File: src/rtl/bcd_rtc_pkg.sv
package bcd_rtc_pkg;
  localparam int unsigned FIELD_W = 8;

  typedef enum logic [2:0] {
    ADR_SEC  = 3'd0,
    ADR_MIN  = 3'd1,
    ADR_HOUR = 3'd2,
    ADR_WDAY = 3'd3,
    ADR_MDAY = 3'd4,
    ADR_MON  = 3'd5,
    ADR_YEAR = 3'd6,
    ADR_CTRL = 3'd7
  } rtc_addr_e;

  // Increment a packed two-digit BCD byte (no wrap past 99 handled here).
  function automatic logic [7:0] bcd_inc(input logic [7:0] v);
    if (v[3:0] >= 4'd9) return {v[7:4] + 4'd1, 4'd0};
    return {v[7:4], v[3:0] + 4'd1};
  endfunction

  function automatic logic [7:0] bcd_to_bin(input logic [7:0] v);
    return ({4'd0, v[7:4]} * 8'd10) + {4'd0, v[3:0]};
  endfunction
endpackage

File: src/rtl/rtc_prescaler.sv
module rtc_prescaler #(
  parameter int unsigned TICK_DIV = 32768
) (
  input  logic clk,
  input  logic rst_n,
  input  logic pulse,
  input  logic run,
  input  logic hold,
  input  logic clear,
  output logic tick
);
  localparam int unsigned CW = (TICK_DIV > 1) ? $clog2(TICK_DIV) : 1;
  localparam logic [CW-1:0] LAST = CW'(TICK_DIV - 1);

  logic [CW-1:0] cnt;
  logic          count_en;

  assign count_en = pulse & run & ~hold;
  assign tick     = count_en & (cnt == LAST);

  always_ff @(posedge clk or negedge rst_n) begin
    if (!rst_n)        cnt <= '0;
    else if (clear)    cnt <= '0;
    else if (count_en) cnt <= (cnt == LAST) ? '0 : cnt + CW'(1);
  end
endmodule

File: src/rtl/rtc_hour_step.sv
module rtc_hour_step
  import bcd_rtc_pkg::*;
(
  input  logic [7:0] hour_i,
  output logic [7:0] hour_nxt,
  output logic       day_carry
);
  logic       mode12;
  logic       pm;
  logic [7:0] h12;
  logic [7:0] h24;
  logic [7:0] h12_inc;
  logic [7:0] h24_inc;

  assign mode12  = hour_i[6];
  assign pm      = hour_i[5];
  assign h12     = {3'b000, hour_i[4:0]};
  assign h24     = {2'b00, hour_i[5:0]};
  assign h12_inc = bcd_inc(h12);
  assign h24_inc = bcd_inc(h24);

  always_comb begin
    day_carry = 1'b0;
    if (mode12) begin
      if (h12 == 8'h12) begin
        hour_nxt = {2'b01, pm, 5'h01};
      end else if (h12 == 8'h11) begin
        hour_nxt  = {2'b01, ~pm, 5'h12};
        day_carry = pm;
      end else begin
        hour_nxt = {2'b01, pm, h12_inc[4:0]};
      end
    end else begin
      if (h24 >= 8'h23) begin
        hour_nxt  = 8'h00;
        day_carry = 1'b1;
      end else begin
        hour_nxt = h24_inc;
      end
    end
  end
endmodule

File: src/rtl/rtc_date_step.sv
module rtc_date_step
  import bcd_rtc_pkg::*;
(
  input  logic [7:0] mday_i,
  input  logic [7:0] mon_i,
  input  logic [7:0] year_i,
  output logic [7:0] mday_nxt,
  output logic [7:0] mon_nxt,
  output logic [7:0] year_nxt
);
  logic [7:0] year_bin;
  logic       leap;
  logic [7:0] last_day;

  assign year_bin = bcd_to_bin(year_i);
  assign leap     = (year_bin % 8'd4) == 8'd0;

  always_comb begin
    unique case (mon_i)
      8'h04, 8'h06, 8'h09, 8'h11: last_day = 8'd30;
      8'h02:                      last_day = leap ? 8'd29 : 8'd28;
      default:                    last_day = 8'd31;
    endcase
  end

  always_comb begin
    mday_nxt = bcd_inc(mday_i);
    mon_nxt  = mon_i;
    year_nxt = year_i;
    if (bcd_to_bin(mday_i) >= last_day) begin
      mday_nxt = 8'h01;
      if (mon_i >= 8'h12) begin
        mon_nxt  = 8'h01;
        year_nxt = (year_i >= 8'h99) ? 8'h00 : bcd_inc(year_i);
      end else begin
        mon_nxt = bcd_inc(mon_i);
      end
    end
  end
endmodule

File: src/rtl/bcd_rtc_core.sv
module bcd_rtc_core
  import bcd_rtc_pkg::*;
#(
  parameter int unsigned TICK_DIV = 32768
) (
  input  logic       clk,
  input  logic       rst_n,
  input  logic       osc_pulse,
  input  logic       wr_en,
  input  logic [2:0] wr_addr,
  input  logic [7:0] wr_data,
  output logic [7:0] sec_o,
  output logic [7:0] min_o,
  output logic [7:0] hour_o,
  output logic [7:0] wday_o,
  output logic [7:0] mday_o,
  output logic [7:0] mon_o,
  output logic [7:0] year_o,
  output logic       halted
);
  logic [7:0] sec_q, min_q, hour_q, wday_q, mday_q, mon_q, year_q;
  logic       stop_q;
  logic       sec_tick;
  logic       sec_clear;
  logic [7:0] hour_nxt;
  logic       day_carry;
  logic [7:0] mday_nxt, mon_nxt, year_nxt;

  assign sec_clear = wr_en && (rtc_addr_e'(wr_addr) == ADR_SEC);

  rtc_prescaler #(.TICK_DIV(TICK_DIV)) u_presc (
    .clk   (clk),
    .rst_n (rst_n),
    .pulse (osc_pulse),
    .run   (~stop_q),
    .hold  (wr_en),
    .clear (sec_clear),
    .tick  (sec_tick)
  );

  rtc_hour_step u_hour (
    .hour_i    (hour_q),
    .hour_nxt  (hour_nxt),
    .day_carry (day_carry)
  );

  rtc_date_step u_date (
    .mday_i   (mday_q),
    .mon_i    (mon_q),
    .year_i   (year_q),
    .mday_nxt (mday_nxt),
    .mon_nxt  (mon_nxt),
    .year_nxt (year_nxt)
  );

  always_ff @(posedge clk or negedge rst_n) begin
    if (!rst_n) begin
      sec_q  <= 8'h00;
      min_q  <= 8'h00;
      hour_q <= 8'h00;
      wday_q <= 8'h01;
      mday_q <= 8'h01;
      mon_q  <= 8'h01;
      year_q <= 8'h00;
      stop_q <= 1'b1;
    end else if (wr_en) begin
      unique case (rtc_addr_e'(wr_addr))
        ADR_SEC:  sec_q  <= wr_data;
        ADR_MIN:  min_q  <= wr_data;
        ADR_HOUR: hour_q <= wr_data;
        ADR_WDAY: wday_q <= wr_data;
        ADR_MDAY: mday_q <= wr_data;
        ADR_MON:  mon_q  <= wr_data;
        ADR_YEAR: year_q <= wr_data;
        ADR_CTRL: stop_q <= wr_data[7];
      endcase
    end else if (sec_tick) begin
      if (sec_q >= 8'h59) begin
        sec_q <= 8'h00;
        if (min_q >= 8'h59) begin
          min_q  <= 8'h00;
          hour_q <= hour_nxt;
          if (day_carry) begin
            wday_q <= (wday_q >= 8'h07) ? 8'h01 : bcd_inc(wday_q);
            mday_q <= mday_nxt;
            mon_q  <= mon_nxt;
            year_q <= year_nxt;
          end
        end else begin
          min_q <= bcd_inc(min_q);
        end
      end else begin
        sec_q <= bcd_inc(sec_q);
      end
    end
  end

  assign sec_o  = sec_q;
  assign min_o  = min_q;
  assign hour_o = hour_q;
  assign wday_o = wday_q;
  assign mday_o = mday_q;
  assign mon_o  = mon_q;
  assign year_o = year_q;
  assign halted = stop_q;
endmodule

File: config.mk
export PLATFORM = sky130hd
export DESIGN_NAME = bcd_rtc_core
export DESIGN_NICKNAME = d
export VERILOG_FILES = /design/src/rtl/bcd_rtc_pkg.sv /design/src/rtl/rtc_prescaler.sv /design/src/rtl/rtc_hour_step.sv /design/src/rtl/rtc_date_step.sv /design/src/rtl/bcd_rtc_core.sv
export SDC_FILE = /design/constraint.sdc
export NUM_CORES = 1
export LEC_CHECK = 0
export BUFFER_PORTS_ARGS = -buffer_cell sky130_fd_sc_hd__buf_2
export CAP_MARGIN = 20
export CORE_ASPECT_RATIO = 1.25
export CORE_UTILIZATION = 40
export DETAILED_ROUTE_END_ITERATION = 7
export GPL_TIMING_DRIVEN = 0
export PLACE_DENSITY = 0.62
export SKIP_LAST_GASP = 1
export SLEW_MARGIN = 20
export SYNTH_ARGS = -nofsm -noshare
export SYNTH_HDL_FRONTEND = slang
export SYNTH_SLANG_ARGS = --single-unit
File: constraint.sdc
create_clock -name clk -period 5.3 [get_ports clk]
set_input_delay 1.59 -clock clk [delete_from_list [all_inputs] [get_ports clk]]
set_output_delay 1.59 -clock clk [all_outputs]
set_load 0.01 [all_outputs]
# After elaboration in Yosys (flattened, before gate mapping)
# Index checks and enable logic that the tools add are counted.
# word_totals
output_inout_bits	57
input_bits	15
register_bits	72
word_cells	213
# op_classes
n_mul	2
n_lt_le_gt_ge	14
reduce_logical	34
bitwise	6
mux	97
n_addsub	18
n_eq_ne	25
# ops
op	n
$mux 8	62
$add 4x1->4 const B	13
$mux 15	3
$ge 4x4->1 const B	7
$mux 1	28
$reduce_and 6->1	4
$reduce_and 7->1	3
$reduce_bool 3->1	6
$eq 8x3->1 const B	2
$ge 8x7->1 const B	2
$pmux 8 s2	1
$add 15x1->15 const B	1
$eq 15x15->1 const B	1
$ne 2x1->1 const B	7
$reduce_bool 2->1	7
$eq 3x3->1 const B	4
$eq 5x5->1 const B	2
$mux 5	2
$reduce_and 5->1	2
$add 8x4->8	1
$eq 8x2->1 const B	1
$eq 8x4->1 const B	1
$eq 8x5->1 const B	1
$ge 8x3->1 const B	1
other kinds (26)	34

# Logic depth before layout (Yosys ltp)
# Gate-level depths: netlist of run 1.
# logic_depth
ltp_word	16
ltp_mapped	15
depth_no_buf	14

# Modules after synthesis
# Synthesis of run 1 repeated with hierarchy kept, for this count alone.
# hier_totals
cells_unflattened	635
hier_area_um2	5754.3
# by_module_without_submodules
mod	area_per_inst_um2	cells_each	instances	seq_area_each_um2
bcd_rtc_core	3208.1	328	1	1431.4
rtc_date_step	1336.3	174	1	0.0
rtc_prescaler	849.6	87	1	375.4
rtc_hour_step	360.3	46	1	0.0

# Worst setup path before layout of run 1
# OpenSTA, ideal clock, no wires.
# synth_timing
kind	input to register
startpoint	input osc_pulse
endpoint	register wday_q[7] (netlist: wday_o[7])
setup_ps	125
path_stages	7
required_ps	5175
path_buffers	1
t_arrival_ps	3309
path_slack_ps	1866
cell_sequence	nand3b_1 -> or4b_1 -> a221oi_4 -> nand2_4 -> or2_1 -> buf_6 -> mux2_4
# synth_between
elab_chain_cells	5
# synth_lines
item	line	rtl
start: declaration	bcd_rtc_core.sv:8	input logic osc_pulse,
$and 1x1->1 (2 in a row)	rtc_prescaler.sv:18	assign count_en = pulse & run & ~hold;
$and 1x1->1	rtc_prescaler.sv:19	assign tick = count_en & (cnt == LAST);
$reduce_bool 2->1 (no line)	n/a	
$reduce_and 6->1 (no line)	n/a	
end signal: assignment	bcd_rtc_core.sv:71	ADR_WDAY: wday_q <= wr_data;
end signal: assignment	bcd_rtc_core.sv:84	wday_q <= (wday_q >= 8'h07) ? 8'h01 : bcd_inc(wday_q);
end: declaration	bcd_rtc_core.sv:21	logic [7:0] sec_q, min_q, hour_q, wday_q, mday_q, mon_q, year_q;
# Every way passes these cells.
# A chain may end at the register's enable or synchronous reset.

# Worst setup path in the final report of run 1
# layout_timing
startpoint	register mon_q[0] (netlist: mon_o[0])
endpoint	register year_q[4] (netlist: year_o[4])
# layout_between
elab_chain_cells	6
word_cells_on_any_way	12
classes_between	2 x order compare; 5 x eq/ne; 1 x mux; 4 x reduce/logical
# layout_lines
item	line	rtl
start: declaration	bcd_rtc_core.sv:21	
start signal: assignment	bcd_rtc_core.sv:73	ADR_MON: mon_q <= wr_data;
start signal: assignment	bcd_rtc_core.sv:86	mon_q <= mon_nxt;
$eq 8x3->1, or another cell as far along	rtc_date_step.sv:19	unique case (mon_i)
$reduce_or 4->1	rtc_date_step.sv:19	
$pmux 8 s2	rtc_date_step.sv:19	
$ge 8x8->1	rtc_date_step.sv:30	if (bcd_to_bin(mday_i) >= last_day) begin
$reduce_bool 2->1 (no line)	n/a	
$reduce_and 8->1 (no line) (*)	n/a	
end signal: assignment	bcd_rtc_core.sv:74	ADR_YEAR: year_q <= wr_data;
end signal: assignment	bcd_rtc_core.sv:87	year_q <= year_nxt;
end: declaration	bcd_rtc_core.sv:21	
# Mark *: on every way between the ends. The rest lies on a longest branch, timed or not.

==> results of run 1 <==
worst min-delay path by stage:
stage | to | slack (ns)
2_1_floorplan | u_presc.cnt[13] | 0.44
3_3_place_gp | u_presc.cnt[13] | 0.47
3_5_place_dp | u_presc.cnt[13] | 0.48
4_1_cts | u_presc.cnt[13] | 0.49
5_1_grt | u_presc.cnt[13] | 0.54
6_report | u_presc.cnt[13] | 0.48
flip-flops by register name, indices dropped and copies added, names as in the netlist:
signal,count
year_o,8
min_o,8
hour_o,8
u_presc.cnt,15
wday_o,8
mon_o,8
sec_o,8
mday_o,8
halted,1
cell families after synthesis:
group           count (synthesis)  share of synthesized area, %
flops                          72                          35.2
compound gates                163                          22.0
xor+xnor                       10                          1.71
mux                            19                          4.12
simple gates                  183                          19.4
buf+inv                        60                          4.88
fa+ha+maj                      51                          12.7
stage by stage:
| step | setup WS, ns | std cells | total power, mW |
|---|---|---|---|
| 2_1_floorplan | 1.87 | 558 | 1.66 |
| 3_3_place_gp | 1.33 | 793 | 2.01 |
| 3_5_place_dp | 1.32 | 794 | 2.07 |
| 4_1_cts | 1.45 | 810 | 2.74 |
| 5_1_grt | 1.07 | 810 | 2.95 |
| 6_report | 1.48 | 810 | 2.72 |
power groups by stage:
stage          Combinational [mW]  Clock [mW]  Sequential [mW]
6_report                     1.11       0.665            0.947
5_1_grt                      1.27       0.700            0.982
3_3_place_gp                 1.07           0            0.943
4_1_cts                      1.12       0.677            0.948
3_5_place_dp                 1.11           0            0.955
2_1_floorplan               0.692           0            0.963
cell type report:
class                      count  area, um2
sequential                    72       1810
tap                          164        205
buffer                        16       85.1
fill                        1189       6290
clock buffer                  11        243
clock inverter                 5       80.1
multi-input combinational    426       3070
inverter                      44        165
timing repair buffer          72        385
routing by layer:
| metal | up-vias | GRT usage (%) |
|---|---|---|
| met5 | - | 0 |
| met4 | 0 | 9.03 |
| met3 | 22 | 4.24 |
| met2 | 108 | 39.8 |
| met1 | 2284 | 27.8 |
| li1 | 2226 | - |
cell usage in the layout, fill, tap and decap left out, types with 5 or more instances in the layout:
master and instances:
mux2_1 7, a31oi_1 10, clkbuf_1 12, and3_1 6, nand2_1 35, a21oi_1 21, nor2b_1 10, nor2_1 48
o31a_1 8, nand3_1 20, mux2i_1 5, nand4_1 10, nor3_1 8, ha_1 49, nand2b_1 8, dfrtp_1 68
o21a_1 5, or4_1 5, o2bb2ai_1 5, mux2_2 6, o21ai_0 46, xor2_1 9, buf_2 71, inv_1 44
a21o_1 5, clkbuf_16 9
==> impl_summary.log, run 1 <==
[metrics] run status: finished clean
[metrics] initial cell density of the core: 41.6%
[metrics] Synth Register Bits: 72
[metrics] HP Start: u_presc.cnt[13]
[metrics] Pre-Repair DR Iteration Count: 5
[metrics] Post-Syn Nets: 624
[metrics] Post-Route WL: 14,200 um
[metrics] post-route design area: 0.00604 mm2
[metrics] sum of negative setup slack: 0 ns
[metrics] vias in the first global route: 4,578
[metrics] series of cell instances along the critical path: inv_1 > ha_1 > o211ai_1 > a21oi_1 > a31oi_1 > o21ai_0 > nand2_1 > ha_1 > nand2b_1 > a21oi_1 > or4_1 > o2111ai_1 > clkbuf_1 > nand4_1 > mux2_1
[metrics] leakage: 2.89 nW
[metrics] Placeable Area: 0.0123 mm2
[metrics] instance count along the most critical hold path: 1
[metrics] CP Data Required Time: 5.53 ns
[metrics] met3 wire length: 514 um
[metrics] total I/O pin count: 72
[metrics] area share of the leading cell type in the synthesized netlist: 33.2%
[metrics] post-synthesis to final-layout area growth: 17.8%
[metrics] most instantiated flip-flop cell in the synthesis netlist: dfrtp_1
[metrics] pin count of the biggest net entering global routing: 47
[metrics] clock tree from TritonCTS: built
[metrics] worst clock skew on the final layout: 0.00668 ns
[metrics] design internal power: 1.61 mW
[metrics] clock net sink count: 72
[metrics] wire length of the first global-routing pass: 23,300 um
[metrics] total of cells resized after clock tree synthesis: 0
[metrics] Crit Reg-Reg Startpoint: mon_o[0]
[metrics] proportion of layout cells with a drive suffix above 1: 18.1%
[metrics] clock slew seen by the registers of the worst setup and hold paths: 0.06 ns
[metrics] VDD IR max: 187 uV
[metrics] Cell Rows: 45
[metrics] proportion of synthesized chip area in sequential cells: 35.2%
[metrics] register-to-register setup slack: 1.48 ns
[metrics] Post-CTS Hold Buffers: 0
[metrics] number of max-slew violations in the final report: 0
[metrics] worst path bufs/invs: 2
[metrics] diode count: 0
[metrics] post-CTS setup buffers: 0
[metrics] vertical die dimension: 129 um
[metrics] HPWL after detailed placement: 10,600 um
[metrics] total count of hold-check failures in the final report: 0
[metrics] timing-limited maximum frequency: 0.262 GHz
[metrics] top routing layer in use: met4
[metrics] highest-delay cell along the critical path: dfstp_2
[metrics] largest driver fanout on the critical path: 10
[metrics] type of element capturing the critical path: flop
[metrics] Pwr per Cell Area: 450 mW/mm2
[metrics] number of max-cap violations: 0
[metrics] antenna-violating nets left: 0
[metrics] crit path to: year_o[4]
[metrics] crit share post-route: 72.0%
[metrics] cell types occupying the most area after synthesis: dfrtp_1, ha_1, o21ai_0
[metrics] gp weighted congestion: 0.811
[metrics] quantity of I/O buffers inserted on ports: 71
[metrics] synthesized area: 0.00513 mm2
[metrics] Critical Path Source Type: flop
[metrics] die extent in x: 103 um
[metrics] Crit path max-delay family: simple AND/OR/NAND/NOR gates
[metrics] launching element of the worst setup path: mon_o[0]
[metrics] H-tree depth: 3
[metrics] mean area per synthesized cell: 9.19 um2
[metrics] number of remaining DRC errors: 0
[metrics] share of power burned in the clock network: 24.4%
[metrics] worst-skew pair later-pin latency: 0.34 ns
[metrics] WP depth: 15
[metrics] detailed-route wire length per cell: 17.6 um
[metrics] Routed met2 length: 7200 um
[metrics] switching part of the total power: 40.7%
[metrics] Tightest Pin Transition: 0.709 ns
[metrics] setup violation total in the final timing report: 0
[metrics] power share of the combinational group: 40.8%
[metrics] worst min-delay path category: reg2reg
[metrics] most numerous cell in the Yosys netlist: dfrtp_1
[metrics] initial antenna violation count: 0
[metrics] worst hold slack: 0.484 ns
[metrics] drt via density: 5.73
[metrics] post-layout min period: 3.82 ns
[metrics] Reg2Reg Capture Point: year_o[4]
[metrics] Metal-1 WL: 6140 um
[metrics] share of async-settable or async-resettable flops after synthesis: 100%
[metrics] Num CTS Buffers: 9
[metrics] data arrival time of the worst path: 4.04 ns
[metrics] maximum clock path buffer count: 2
[metrics] max incr delay on CP: 0.58 ns
[metrics] cell count after synthesis: 558
[metrics] instance area at placement: 0.00572 mm2
[metrics] via count of the routed design: 4,640
[metrics] Crit Path Category: reg2reg
[metrics] residual overflow from global routing: 0
[metrics] relative contribution of sequential cells to total power: 34.8%
[metrics] count of flip-flops with a built-in enable after synthesis: 0
[metrics] DRT iter0 DRCs: 249
[metrics] final design utilization: 49.0%
[metrics] RSZ-0062 raised after global routing: false
[metrics] ranking of synthesized cells by instance count: dfrtp_1, ha_1, nor2_1
[metrics] switching power: 1.11 mW
[metrics] library cell with the largest summed area after synthesis: dfrtp_1
[metrics] synth warn: 0
[metrics] cell chosen for the clock root: clkbuf_16
[metrics] final layout net count: 707
[metrics] unique cell type count in the Yosys netlist: 76
[metrics] Total GRT Usage: 22.9%
[metrics] R2R cell count: 15
[metrics] relative max-transition margin: 52.2%
[metrics] area of the die: 0.0133 mm2
Power figures use the tool's default switching activity.
==> run 2, diff against run 1 <==
- clock period: 5.3 -> 3.7 ns (I/O delays scaled with it)
==> run 2 against run 1 <==
Compared with the run above: wire length is 1.1% higher; via count up 0.80%; global-route usage unchanged; core utilization increased by 0.57 points; final cell count is 0.62% higher; critical path depth down 4; setup slack got worse by 1.3 ns.
==> impl_summary.log, run 2 (same netlist as run 1, synthesis figures left out) <==
[metrics] run status: finished clean
[metrics] worst clock skew on the final layout: 0.00676 ns
[metrics] Pwr per Cell Area: 649 mW/mm2
[metrics] worst hold slack: 0.484 ns
[metrics] HPWL after detailed placement: 10,600 um
[metrics] Num CTS Buffers: 9
[metrics] Crit Path Category: reg2reg
[metrics] VDD IR max: 271 uV
[metrics] placement-stage worst setup slack: -0.129 ns
[metrics] R2R cell count: 11
[metrics] share of power burned in the clock network: 24.0%
[metrics] die extent in x: 103 um
[metrics] maximum clock path buffer count: 2
[metrics] proportion of layout cells with a drive suffix above 1: 20.0%
[metrics] vias in the first global route: 4,578
[metrics] Worst Hold Endpoint: u_presc.cnt[13]
[metrics] post-synthesis to final-layout area growth: 19.2%
[metrics] data arrival time of the worst path: 3.79 ns
[metrics] Total GRT Usage: 22.9%
[metrics] area of the die: 0.0133 mm2
[metrics] crit share post-route: 94.7%
[metrics] number of remaining DRC errors: 0
[metrics] final design utilization: 49.6%
[metrics] wire length of the first global-routing pass: 23,300 um
[metrics] timing-limited maximum frequency: 0.286 GHz
[metrics] initial cell density of the core: 41.6%
[metrics] H-tree depth: 3
[metrics] total I/O pin count: 72
[metrics] fill cell total of the finished layout: 1,184
[metrics] most common cell after layout, fill and taps aside: buf_2
[metrics] largest driver fanout on the critical path: 9
[metrics] Post-Route WL: 14,400 um
[metrics] cell chosen for the clock root: clkbuf_16
[metrics] number of max-cap violations: 0
[metrics] gp weighted congestion: 0.811
[metrics] Tightest Pin Transition: 0.707 ns
[metrics] clock tree from TritonCTS: built
[metrics] Inst Count DP: 794
[metrics] diode count: 0
[metrics] sequential standard cell area: 0.00181 mm2
[metrics] via count of the routed design: 4,677
[metrics] power share of the combinational group: 41.7%
[metrics] Cell Rows: 45
[metrics] worst-skew pair later-pin latency: 0.34 ns
[metrics] instance area at placement: 0.00572 mm2
[metrics] Pre-Repair DR Iteration Count: 5
[metrics] quantity of I/O buffers inserted on ports: 71
[metrics] post-route setup slack: 0.198 ns
[metrics] relative contribution of sequential cells to total power: 34.2%
[metrics] type of element capturing the critical path: flop
[metrics] Largest register FFs: 15
[metrics] switching power: 1.61 mW
[metrics] drt via density: 5.74
[metrics] pin count of the biggest net entering global routing: 47
[metrics] setup violation total in the final timing report: 0
[metrics] vertical die dimension: 129 um
[metrics] post-route design area: 0.00611 mm2
[metrics] Top reg by flops: u_presc.cnt
[metrics] Critical Path Source Type: flop
[metrics] sum of negative setup slack: 0 ns
[metrics] switching part of the total power: 40.5%
[metrics] worst min-delay path category: reg2reg
[metrics] clock slew seen by the registers of the worst setup and hold paths: 0.06 ns
[metrics] HP Start: u_presc.cnt[13]
[metrics] clock net sink count: 72
[metrics] design internal power: 2.36 mW
[metrics] post-route total power: 3.97 mW
[metrics] antenna-violating nets left: 0
[metrics] Finished Layout Cells: 815
[metrics] Placeable Area: 0.0123 mm2
[metrics] final layout net count: 712
[metrics] number of max-slew violations in the final report: 0
[metrics] Post-CTS Hold Buffers: 0
[metrics] post-layout min period: 3.50 ns
[metrics] detailed-route wire length per cell: 17.6 um
[metrics] instance count along the most critical hold path: 1
[metrics] commonest non-fill, non-tap cells in the layout: buf_2, dfrtp_1, nor2_1, ha_1, o21ai_0
[metrics] area of combinational cells with multiple inputs: 0.00309 mm2
[metrics] Crit Reg-Reg Startpoint: mday_o[7]
[metrics] register-to-register setup slack: 0.20 ns
[metrics] residual overflow from global routing: 0
[metrics] CP Data Required Time: 3.98 ns
[metrics] Reg2Reg Capture Point: mday_o[2]
[metrics] leakage: 2.92 nW
[metrics] DRT iter0 DRCs: 253
[metrics] total count of hold-check failures in the final report: 0
[metrics] initial antenna violation count: 0
[metrics] relative max-transition margin: 52.4%
## run 2: metal layers
| metal | vias up | global-route usage [%] | share of wire [%] |
|---|---|---|---|
| met5 | - | 0 | 0 |
| met2 | 114 | 39.8 | 51 |
| met4 | 0 | 9.03 | 2.5 |
| met1 | 2308 | 27.8 | 42 |
| li1 | 2233 | - | - |
| met3 | 22 | 4.24 | 4.0 |
## run 2: how the worst max path moves through the flow
stage                     end      start  slack, ns
detailed placement  year_o[4]   mon_o[0]      -0.13
global placement    year_o[5]   mon_o[0]      -0.10
CTS                 year_o[6]   mon_o[0]       0.05
global route        year_o[6]   mon_o[5]     -0.004
finish              mday_o[2]  mday_o[7]       0.20
floorplan           year_o[4]   mon_o[0]       0.35
## run 2: critical path, stage by stage, from the launching register on
cell and delay [ns]:
dfrtp_1 0.47, ha_1 0.34, ha_1 0.21, fa_1 0.55
nand3b_1 0.08, or4_1 0.41, o311ai_1 0.13, o2111ai_2 0.22
clkdlybuf4s15_2 0.28, buf_4 0.14, or4_1 0.52, nand3_1 0.09
## run 2: timing repair
item / in CTS / in global routing
endpoints found under the setup margin: 8 / 20
buffers inserted: 0 / 4
gates cloned: 0 / 1
resized for setup: 1 / 12
pin swaps: 0 / 2
## run 2: final cells by class
type                    count  share of cell area [%]
multi-input cells         426                    50.6
flip-flops and latches     72                    29.6
repair buffers             77                    6.98
clock buffers              11                    3.97
well taps                 164                    3.36
inverters                  44                    2.70
plain buffers              16                    1.53
clock inverters             5                    1.31
## run 2: power groups by stage
| stage | registers, mW | logic (mW) | clock network, mW |
|---|---|---|---|
| detailed placement | 1.37 | 1.59 | 0 |
| global route | 1.41 | 1.89 | 1.00 |
| global placement | 1.35 | 1.53 | 0 |
| floorplan | 1.38 | 0.992 | 0 |
| finish | 1.36 | 1.66 | 0.953 |
| CTS | 1.36 | 1.60 | 0.970 |
